--- config.mk ---
export PLATFORM = sky130hd
export DESIGN_NAME = serial_mod3_even_zero_det
export DESIGN_NICKNAME = d
export VERILOG_FILES = /design/src/rtl/mod3ev_pkg.sv /design/src/rtl/ones_mod3_tracker.sv /design/src/rtl/zeros_class_tracker.sv /design/src/rtl/serial_mod3_even_zero_det.sv
export SDC_FILE = /design/constraint.sdc
export NUM_CORES = 1
export LEC_CHECK = 0
export ABC_AREA = 1
export CORE_AREA = 2 2 39 41
export CTS_CLUSTER_SIZE = 12
export DETAILED_ROUTE_END_ITERATION = 7
export DIE_AREA = 0 0 41 43
export DONT_BUFFER_PORTS = 1
export PLACE_DENSITY = 0.43
export SYNTH_ARGS = -nofsm -noshare
export SYNTH_HDL_FRONTEND = slang
export SYNTH_HIERARCHICAL = 1
export SYNTH_SLANG_ARGS = --single-unit
--- constraint.sdc ---
create_clock -name clk -period 2.51 [get_ports clk]
set_input_delay 0.251 -clock clk [delete_from_list [all_inputs] [get_ports clk]]
set_output_delay 0.251 -clock clk [all_outputs]
set_load 0.1 [all_outputs]
--- src/rtl/mod3ev_pkg.sv ---
package mod3ev_pkg;

  localparam int CLS_W = 2;

  // Residue class of the accepted 1-count; code 2'b11 is unused.
  typedef enum logic [CLS_W-1:0] {
    ONES_R0 = 2'b00,
    ONES_R1 = 2'b01,
    ONES_R2 = 2'b10
  } ones_cls_t;

  // Class of the accepted 0-count; code 2'b11 is unused.
  typedef enum logic [CLS_W-1:0] {
    ZERO_NONE = 2'b00,
    ZERO_ODD  = 2'b01,
    ZERO_EVEN = 2'b10
  } zero_cls_t;

endpackage

--- src/rtl/ones_mod3_tracker.sv ---
module ones_mod3_tracker
  import mod3ev_pkg::*;
(
  input  logic      clk,
  input  logic      rst,
  input  logic      step_i,
  output ones_cls_t cls_o,
  output ones_cls_t cls_nxt_o,
  output logic      acc_o,
  output logic      acc_nxt_o
);

  ones_cls_t cls_q;
  ones_cls_t cls_d;

  always_comb begin
    cls_d = cls_q;
    if (step_i) begin
      unique case (cls_q)
        ONES_R0: cls_d = ONES_R1;
        ONES_R1: cls_d = ONES_R2;
        ONES_R2: cls_d = ONES_R0;
        default: cls_d = ONES_R0;
      endcase
    end else if (cls_q != ONES_R0 && cls_q != ONES_R1 && cls_q != ONES_R2) begin
      // An illegal code falls back to the reset class.
      cls_d = ONES_R0;
    end
  end

  always_ff @(posedge clk) begin
    if (rst) cls_q <= ONES_R0;
    else     cls_q <= cls_d;
  end

  assign cls_o     = cls_q;
  assign cls_nxt_o = cls_d;
  assign acc_o     = (cls_q == ONES_R0);
  assign acc_nxt_o = (cls_d == ONES_R0);

endmodule

--- src/rtl/zeros_class_tracker.sv ---
module zeros_class_tracker
  import mod3ev_pkg::*;
(
  input  logic      clk,
  input  logic      rst,
  input  logic      step_i,
  output zero_cls_t cls_o,
  output zero_cls_t cls_nxt_o,
  output logic      acc_o,
  output logic      acc_nxt_o
);

  zero_cls_t cls_q;
  zero_cls_t cls_d;

  always_comb begin
    cls_d = cls_q;
    if (step_i) begin
      unique case (cls_q)
        ZERO_NONE: cls_d = ZERO_ODD;
        ZERO_ODD:  cls_d = ZERO_EVEN;
        ZERO_EVEN: cls_d = ZERO_ODD;
        default:   cls_d = ZERO_NONE;
      endcase
    end else if (cls_q != ZERO_NONE && cls_q != ZERO_ODD && cls_q != ZERO_EVEN) begin
      // An illegal code falls back to the reset class.
      cls_d = ZERO_NONE;
    end
  end

  always_ff @(posedge clk) begin
    if (rst) cls_q <= ZERO_NONE;
    else     cls_q <= cls_d;
  end

  assign cls_o     = cls_q;
  assign cls_nxt_o = cls_d;
  assign acc_o     = (cls_q == ZERO_EVEN);
  assign acc_nxt_o = (cls_d == ZERO_EVEN);

endmodule

--- src/rtl/serial_mod3_even_zero_det.sv ---
module serial_mod3_even_zero_det
  import mod3ev_pkg::*;
(
  input  logic clk,
  input  logic rst,
  input  logic bit_vld_i,
  input  logic bit_i,
  output logic hit_moore_o,
  output logic hit_mealy_o
);

  logic      one_step;
  logic      zero_step;
  ones_cls_t ones_cls;
  ones_cls_t ones_nxt;
  zero_cls_t zero_cls;
  zero_cls_t zero_nxt;
  logic      ones_acc;
  logic      ones_acc_nxt;
  logic      zero_acc;
  logic      zero_acc_nxt;

  assign one_step  = bit_vld_i &  bit_i;
  assign zero_step = bit_vld_i & ~bit_i;

  ones_mod3_tracker u_ones (
    .clk       (clk),
    .rst       (rst),
    .step_i    (one_step),
    .cls_o     (ones_cls),
    .cls_nxt_o (ones_nxt),
    .acc_o     (ones_acc),
    .acc_nxt_o (ones_acc_nxt)
  );

  zeros_class_tracker u_zeros (
    .clk       (clk),
    .rst       (rst),
    .step_i    (zero_step),
    .cls_o     (zero_cls),
    .cls_nxt_o (zero_nxt),
    .acc_o     (zero_acc),
    .acc_nxt_o (zero_acc_nxt)
  );

  // The state-based flag decodes flops only; the look-ahead flag
  // decodes the next-state logic of both trackers.
  assign hit_moore_o = ones_acc & zero_acc;
  assign hit_mealy_o = ones_acc_nxt & zero_acc_nxt;

endmodule

### Yosys cells after proc, flatten, opt, wreduce, memory -nomap -nowiden

Index checks and enable logic that the tools add are counted.
W data, S select, Z words.

* output and inout bits: 2
* logic and storage cells: 31
* register bits after elaboration: 4
* input port bits: 4

* muxes and demuxes: 6
* reductions and logical operators: 10
* bitwise logic cells: 5
* eq/ne operators: 8

Operators with widths (count)
* $mux W2: 4
* $pmux W2 S2: 2
* $logic_not A2 Y1: 3
* $and A1 B1 Y1: 4
* $eq A2 B1 Y1 const B: 2
* $eq A2 B2 Y1 const B: 2
* $logic_and A1 B1 Y1: 4
* $ne A2 B1 Y1 const B: 2
* $ne A2 B2 Y1 const B: 2
* $reduce_bool A2 Y1: 2
* $reduce_or A2 Y1: 1
* $not A1 Y1: 1

### Longest topological paths before layout

Gate-level depths: netlist (run 1).

* depth after elaboration: 7
* gate-level depth with buffers: 8
* mapped depth without buffers: 8

### Cells and area by module

The synthesis (run 1) kept the hierarchy.

By module, submodules not included
* ones_mod3_tracker: seq. area each 40.0 sq um, times used 1, area each 117.6 sq um, cells each 19
* zeros_class_tracker: seq. area each 40.0 sq um, times used 1, area each 112.6 sq um, cells each 15
* serial_mod3_even_zero_det: seq. area each 0.0 sq um, times used 1, area each 32.5 sq um, cells each 8

### Least setup slack after synthesis (run 1)

Ideal clock, no wire load.

* path type: register -> output
* start point: reg u_ones.cls_q[1] (netlist: u_ones/cls_o[1])
* end point: out hit_mealy_o
* cell stages (with the launch flop): 7
* slack: 0.982 ns
* buffers on the path: 0
* arrival: 1.277 ns
* required time: 2.259 ns
* cell sequence: dfxtp_1 > inv_2 > nand3_1 > nand2_2 > nor2_1 > nand2_1 > inv_1

* word-level cells in the longest chain between the ends: 7
* elaborated cells on any way between the ends: 12
* classes of those cells: eq/ne (3); mux (3); bitwise (1); reduce/logical (5)

Ends and longest elaborated chain
* start: declaration: RTL line ones_mod3_tracker.sv:13 `ones_cls_t cls_q;`
* start signal: assignment: RTL line ones_mod3_tracker.sv:33 `else cls_q <= cls_d;`
* $ne A2 B1 Y1 / $reduce_bool A2 Y1 (equally long branches): RTL line ones_mod3_tracker.sv:25 `end else if (cls_q != ONES_R0 && cls_q != ONES_R1 && cls_q != ONES_R2) begin`
* $logic_and A1 B1 Y1 (2 in a row): RTL line ones_mod3_tracker.sv:25
* $mux W2: RTL line ones_mod3_tracker.sv:25
* $mux W2 (*): RTL line ones_mod3_tracker.sv:18 `if (step_i) begin`
* named net ones_nxt[1]: RTL line serial_mod3_even_zero_det.sv:15 `ones_cls_t ones_nxt;`
* $logic_not A2 Y1 (*): RTL line ones_mod3_tracker.sv:39 `assign acc_nxt_o = (cls_d == ONES_R0);`
* named net ones_acc_nxt: RTL line serial_mod3_even_zero_det.sv:19 `logic ones_acc_nxt;`
* $and A1 B1 Y1 (*): RTL line serial_mod3_even_zero_det.sv:49 `assign hit_mealy_o = ones_acc_nxt & zero_acc_nxt;`
* end: declaration: RTL line serial_mod3_even_zero_det.sv:9 `output logic hit_mealy_o`

The timed path passes the listed nets; every way through them passes the cells marked *.

### Worst setup path after layout (run 1)

* start point: reg u_zeros.cls_q[1] (netlist: u_zeros/cls_o[1])
* end point: out hit_moore_o

* word-level cells in the longest chain between the ends: 2

Ends and longest elaborated chain
* start: declaration: RTL line zeros_class_tracker.sv:13 `zero_cls_t cls_q;`
* start signal: assignment: RTL line zeros_class_tracker.sv:33 `else cls_q <= cls_d;`
* $eq A2 B2 Y1: RTL line zeros_class_tracker.sv:38 `assign acc_o = (cls_q == ZERO_EVEN);`
* named net zero_acc: RTL line serial_mod3_even_zero_det.sv:20 `logic zero_acc;`
* $and A1 B1 Y1: RTL line serial_mod3_even_zero_det.sv:48 `assign hit_moore_o = ones_acc & zero_acc;`
* end: declaration: RTL line serial_mod3_even_zero_det.sv:8 `output logic hit_moore_o,`

The timed path passes the listed nets, and every way through them passes these cells.

==> results of run 1 <==
==> per-layer routing <==
metal	wire length [µm]	part of all wire, %
met5	0	0
met4	7	1.5
met3	42	8.8
met2	238	50
met1	189	40
==> stage by stage <==
step                instances  cell area [µm²]  setup slack [ns]
floorplan                  40            255.2            0.9822
global placement           57            282.8             1.092
detailed placement         57            282.8             1.093
CTS                        60            305.3            0.8353
global route               60            305.3            0.7792
finish                     60            305.3            0.8525
==> final timing paths <==
path,from,cells after the start,end
hold reg to reg,u_zeros/cls_o[1],2,u_zeros/cls_o[1]
setup / recovery,u_zeros/cls_o[1],4,hit_moore_o
hold / removal,rst,1,u_zeros/cls_o[0]
setup reg to reg,u_ones/cls_o[0],2,u_ones/cls_o[1]
==> sequential cells by signal, summed over array words and instances, names as in the netlist <==
| signal | cells |
|---|---|
| u_ones/cls_o | 2 |
| u_zeros/cls_o | 2 |
==> area by class of cell <==
class                      instances  area [µm²]
clock buffer                       3       22.52
fill                             164        1079
inverter                          10       37.54
multi-input combinational         26       137.6
sequential                         4       80.08
tap                               16       20.02
timing repair buffer               1       7.507
==> layout by cell type, fill, tap and decap left out, drive strengths merged <==
cell    instances
nor2            5
clkbuf          3
a21oi           3
nand3           6
o21ai           1
dfxtp           4
buf             1
nand2          11
inv            10
==> where the power goes <==
group / total [W] / switching, W / internal, W
clock network: 0.0000779 / 0.0000245 / 0.0000533
registers: 0.0000706 / 0.00000350 / 0.0000671
logic: 0.0000258 / 0.0000178 / 0.00000803
total: 0.000174 / 0.0000458 / 0.000128
==> flow_summary.ini, run 1 <==
[run_status]
status = finished, final reports clean

[finish]
area_delta_synth_final_pct = 19.61
drive_gt1_share_pct = 27.27
nets = 50
antenna_cells = 0
final_util_pct = 22.06

[setup_path]
worst-path-max-fanout = 3
cp_top_family = buffers and inverters
worstPathCellList = inv_1 > nor2_1 > nand2_1 > inv_1
crit_buf_inv = 2
cpMostUsedCell = inv_1
cp.arrival_ns = 1.41
cp_slowest_cell = inv_1
path_class = flip-flop to output port
cp-end-kind = output port
worst_ep_required_time_ns = 2.26
cp-start-kind = flip-flop
cp_slowest_stage_delay_ns = 0.60
r2r_slack_ns = 1.76

[flow_run]
max_cap_violations = 0

[placed_design]
hpwl_um = 396
port_buffers = 0
place_congestion = 0.6728

[sta]
setup_violations = 0
holdWs_ns = 0.07989
period_needed_ns = 1.658
fin_worst_skew_ns = 0.00006115
worst_pin_slew_ns = 0.8173
fmax_ghz = 0.6033
fin_crit_sh_pct = 66.04
final.setup.tns_ns = 0
rsz0062_at_grt = no
drv_slew = 0
hold_viol = 0
max_slew_margin_pct = 45.45

[detailed_routing]
viasPerCell = 4.150
via_count = 249
ant_nets = 0
wire_per_inst_um = 7.967
drt_iter0_markers = 4
dr.pass1.iters = 4
routed_wl_um = 478
drcViolationCount = 0

[floorplanning]
die_w_um = 41
chipHeight_um = 43
io_pins = 6
core_um2 = 1384
start_util_pct = 18.44
dieArea_um2 = 1763
row_count = 14

[grt]
use_met2_pct = 9.375
grt_use_met1_pct = 7.097
grt_pass1_wl_um = 834
antenna_found_initial = 0
track_usage_pct = 8.141
first_global_vias = 221
grt_max_degree = 7
grtUsageMet3_pct = 8.901
grt-busiest-layer = met2
grt-ovfl-total = 0

[yosys]
netlist_area_um2 = 255.2
syn-instance-count = 40
syn_nets = 44
yosysWarnings = 6
syn_area_per_cell_um2 = 6.381

[clocking]
cts_hold_buf = 0
cts_root_buffer = clkbuf_4
cts_buffers = 3
cts-resized-gates = 0
path_clk_slew_ns = 0.03
clockBufferDepth = 2
insertion_delay_ns = 0.23
postCtsSetupBuffers = 0
cts_tree = done
htree_levels = 1
clock_sinks = 4

[power_and_ir_drop]
leakage_nw = 0.1521
power_density_nw_per_um2 = 570.8
finalPower_w = 0.0001743
ir_drop_mv = 0.2386

[min_path]
hold_class = primary input to flip-flop
Power figures use the tool's default switching activity.
==> run 2, diff against run 1 <==
PLACE_DENSITY = 0.44   (was 0.43)
clock period = 1.4 ns   (was 2.51 ns; I/O delays follow)
==> run 2 against run 1 <==
Hold slack better by 0.035 ns. Via count is 0.80% higher. Routed wire length is 15% higher.
==> flow_summary.ini, run 2 (synthesized netlist as in run 1, its figures left out) <==
[run_status]
status = finished, final reports clean

[placed_design]
place_congestion = 0.7083
place_ws_ns = 0.2282
hpwl_um = 391.8
port_buffers = 0
place_inst = 58

[sta]
setup_slack_ns = 0.07150
setup_violations = 0
hold_viol = 0
fmax_ghz = 0.7527
max_slew_margin_pct = 86.46
fin_worst_skew_ns = 0.00007047
rsz0062_at_grt = yes
drv_slew = 0
worst_pin_slew_ns = 0.2024
fin_crit_sh_pct = 94.89
period_needed_ns = 1.329

[detailed_routing]
wire_per_inst_um = 8.903
wl_met3_um = 52
routed_wl_um = 552
via_count = 251
dr.max_layer_used = met4
drcViolationCount = 0
drt-met1-wl_um = 229
ant_nets = 0
drt_iter0_markers = 4
dr.pass1.iters = 2
viasPerCell = 4.048
route.met2.wl_um = 256

[power_and_ir_drop]
leakage_nw = 0.1643
finalPower_w = 0.0003397
ir_drop_mv = 0.4694
power_density_nw_per_um2 = 884.5

[finish]
final_common_cell = nand2_1
nets = 52
antenna_cells = 0
area_delta_synth_final_pct = 50.49
drive_gt1_share_pct = 47.83
fin_cells = 62
final_util_pct = 27.76
most-common-layout-cells = nand2_1 (9), inv_1 (7), nand3_2 (5), clkbuf_4 (3)

[grt]
track_usage_pct = 8.417
grt-ovfl-total = 0
first_global_vias = 224
grt_max_degree = 7
antenna_found_initial = 0
grt_pass1_wl_um = 869

[setup_path]
worst_ep_required_time_ns = 1.26
cp.arrival_ns = 1.19
path_class = flip-flop to output port
rr_worst_depth = 5
cp-start-kind = flip-flop
worst-path-max-fanout = 4
cp-end-kind = output port

[floorplanning]
io_pins = 6
start_util_pct = 18.44
die_w_um = 41
core_um2 = 1384
row_count = 14
chipHeight_um = 43
dieArea_um2 = 1763

[min_path]
hold_depth = 3
hold_class = primary input to flip-flop

[clocking]
htree_levels = 1
cts_buffers = 3
clock_sinks = 4
insertion_delay_ns = 0.24
cts_root_buffer = clkbuf_4
cts_tree = done
postCtsSetupBuffers = 0
path_clk_slew_ns = 0.04
clockBufferDepth = 2

[flow_run]
max_cap_violations = 0
-- run 2: cell types whose count changed in the layout (fill, tap and decap cells not counted), moves of 2 or more --
cell | before | now
nand3_2 | 3 | 5
dfxtp_4 | 0 | 2
buf_12 | 0 | 2
dfxtp_1 | 4 | 2
nand3_1 | 3 | 1
inv_1 | 9 | 7
nor2_1 | 4 | 2
-- run 2: path summary, 6_finish.rpt --
check                                      start                to  slack (ns)
worst min register to register  u_zeros/cls_o[1]  u_zeros/cls_o[1]        0.49
worst max register to register   u_ones/cls_o[1]   u_ones/cls_o[0]        0.67
worst max-delay path             u_ones/cls_o[1]       hit_mealy_o        0.07
worst min-delay path                       bit_i  u_zeros/cls_o[1]        0.11
-- run 2: stage by stage --
step	instance area [µm²]	setup TNS [ns]	hold slack, ns
after floorplan	259.0	0	0.2024
after global placement	319.1	0	0.2057
after detailed placement	319.1	0	0.2047
after CTS	354.1	0	0.1095
after global routing	384.1	-0.01406	0.1127
final	384.1	0	0.1149
-- run 2: per-layer routing --
metal | track usage, % | up-vias
li1 | - | 133
met1 | 7.029 | 110
met2 | 10.94 | 6
met3 | 7.853 | 2
met4 | 8.000 | 0
met5 | 0 | -
-- run 2: final cells by class --
type                    instances  area (µm²)
fillers                       151       999.7
multi-input cells              26       160.2
flip-flops and latches          4       87.58
repair buffers                  3       50.05
inverters                      10       43.79
clock buffers                   3       22.52
well taps                      16       20.02
-- run 2: report_power, final --
group          internal, W  switching, W
clock network    0.0000962     0.0000524
registers         0.000119    0.00000948
logic            0.0000246     0.0000384
total             0.000239      0.000100
-- run 2: critical path, stage by stage, from the launching register on --
cell and delay [ns]:
dfxtp_4 0.36, nor2_4 0.10, nand2_1 0.06, nand2_1 0.07
nor2_2 0.04, nand2_2 0.07, clkinvlp_4 0.09, buf_12 0.17
-- run 2: repair_timing --
action | in CTS | in global routing
hold buffers | 1 | 0
endpoints found under the hold margin | 4 | 0
gates resized for setup | 2 | 10
pin swaps | 0 | 3
setup endpoints to repair | 1 | 1
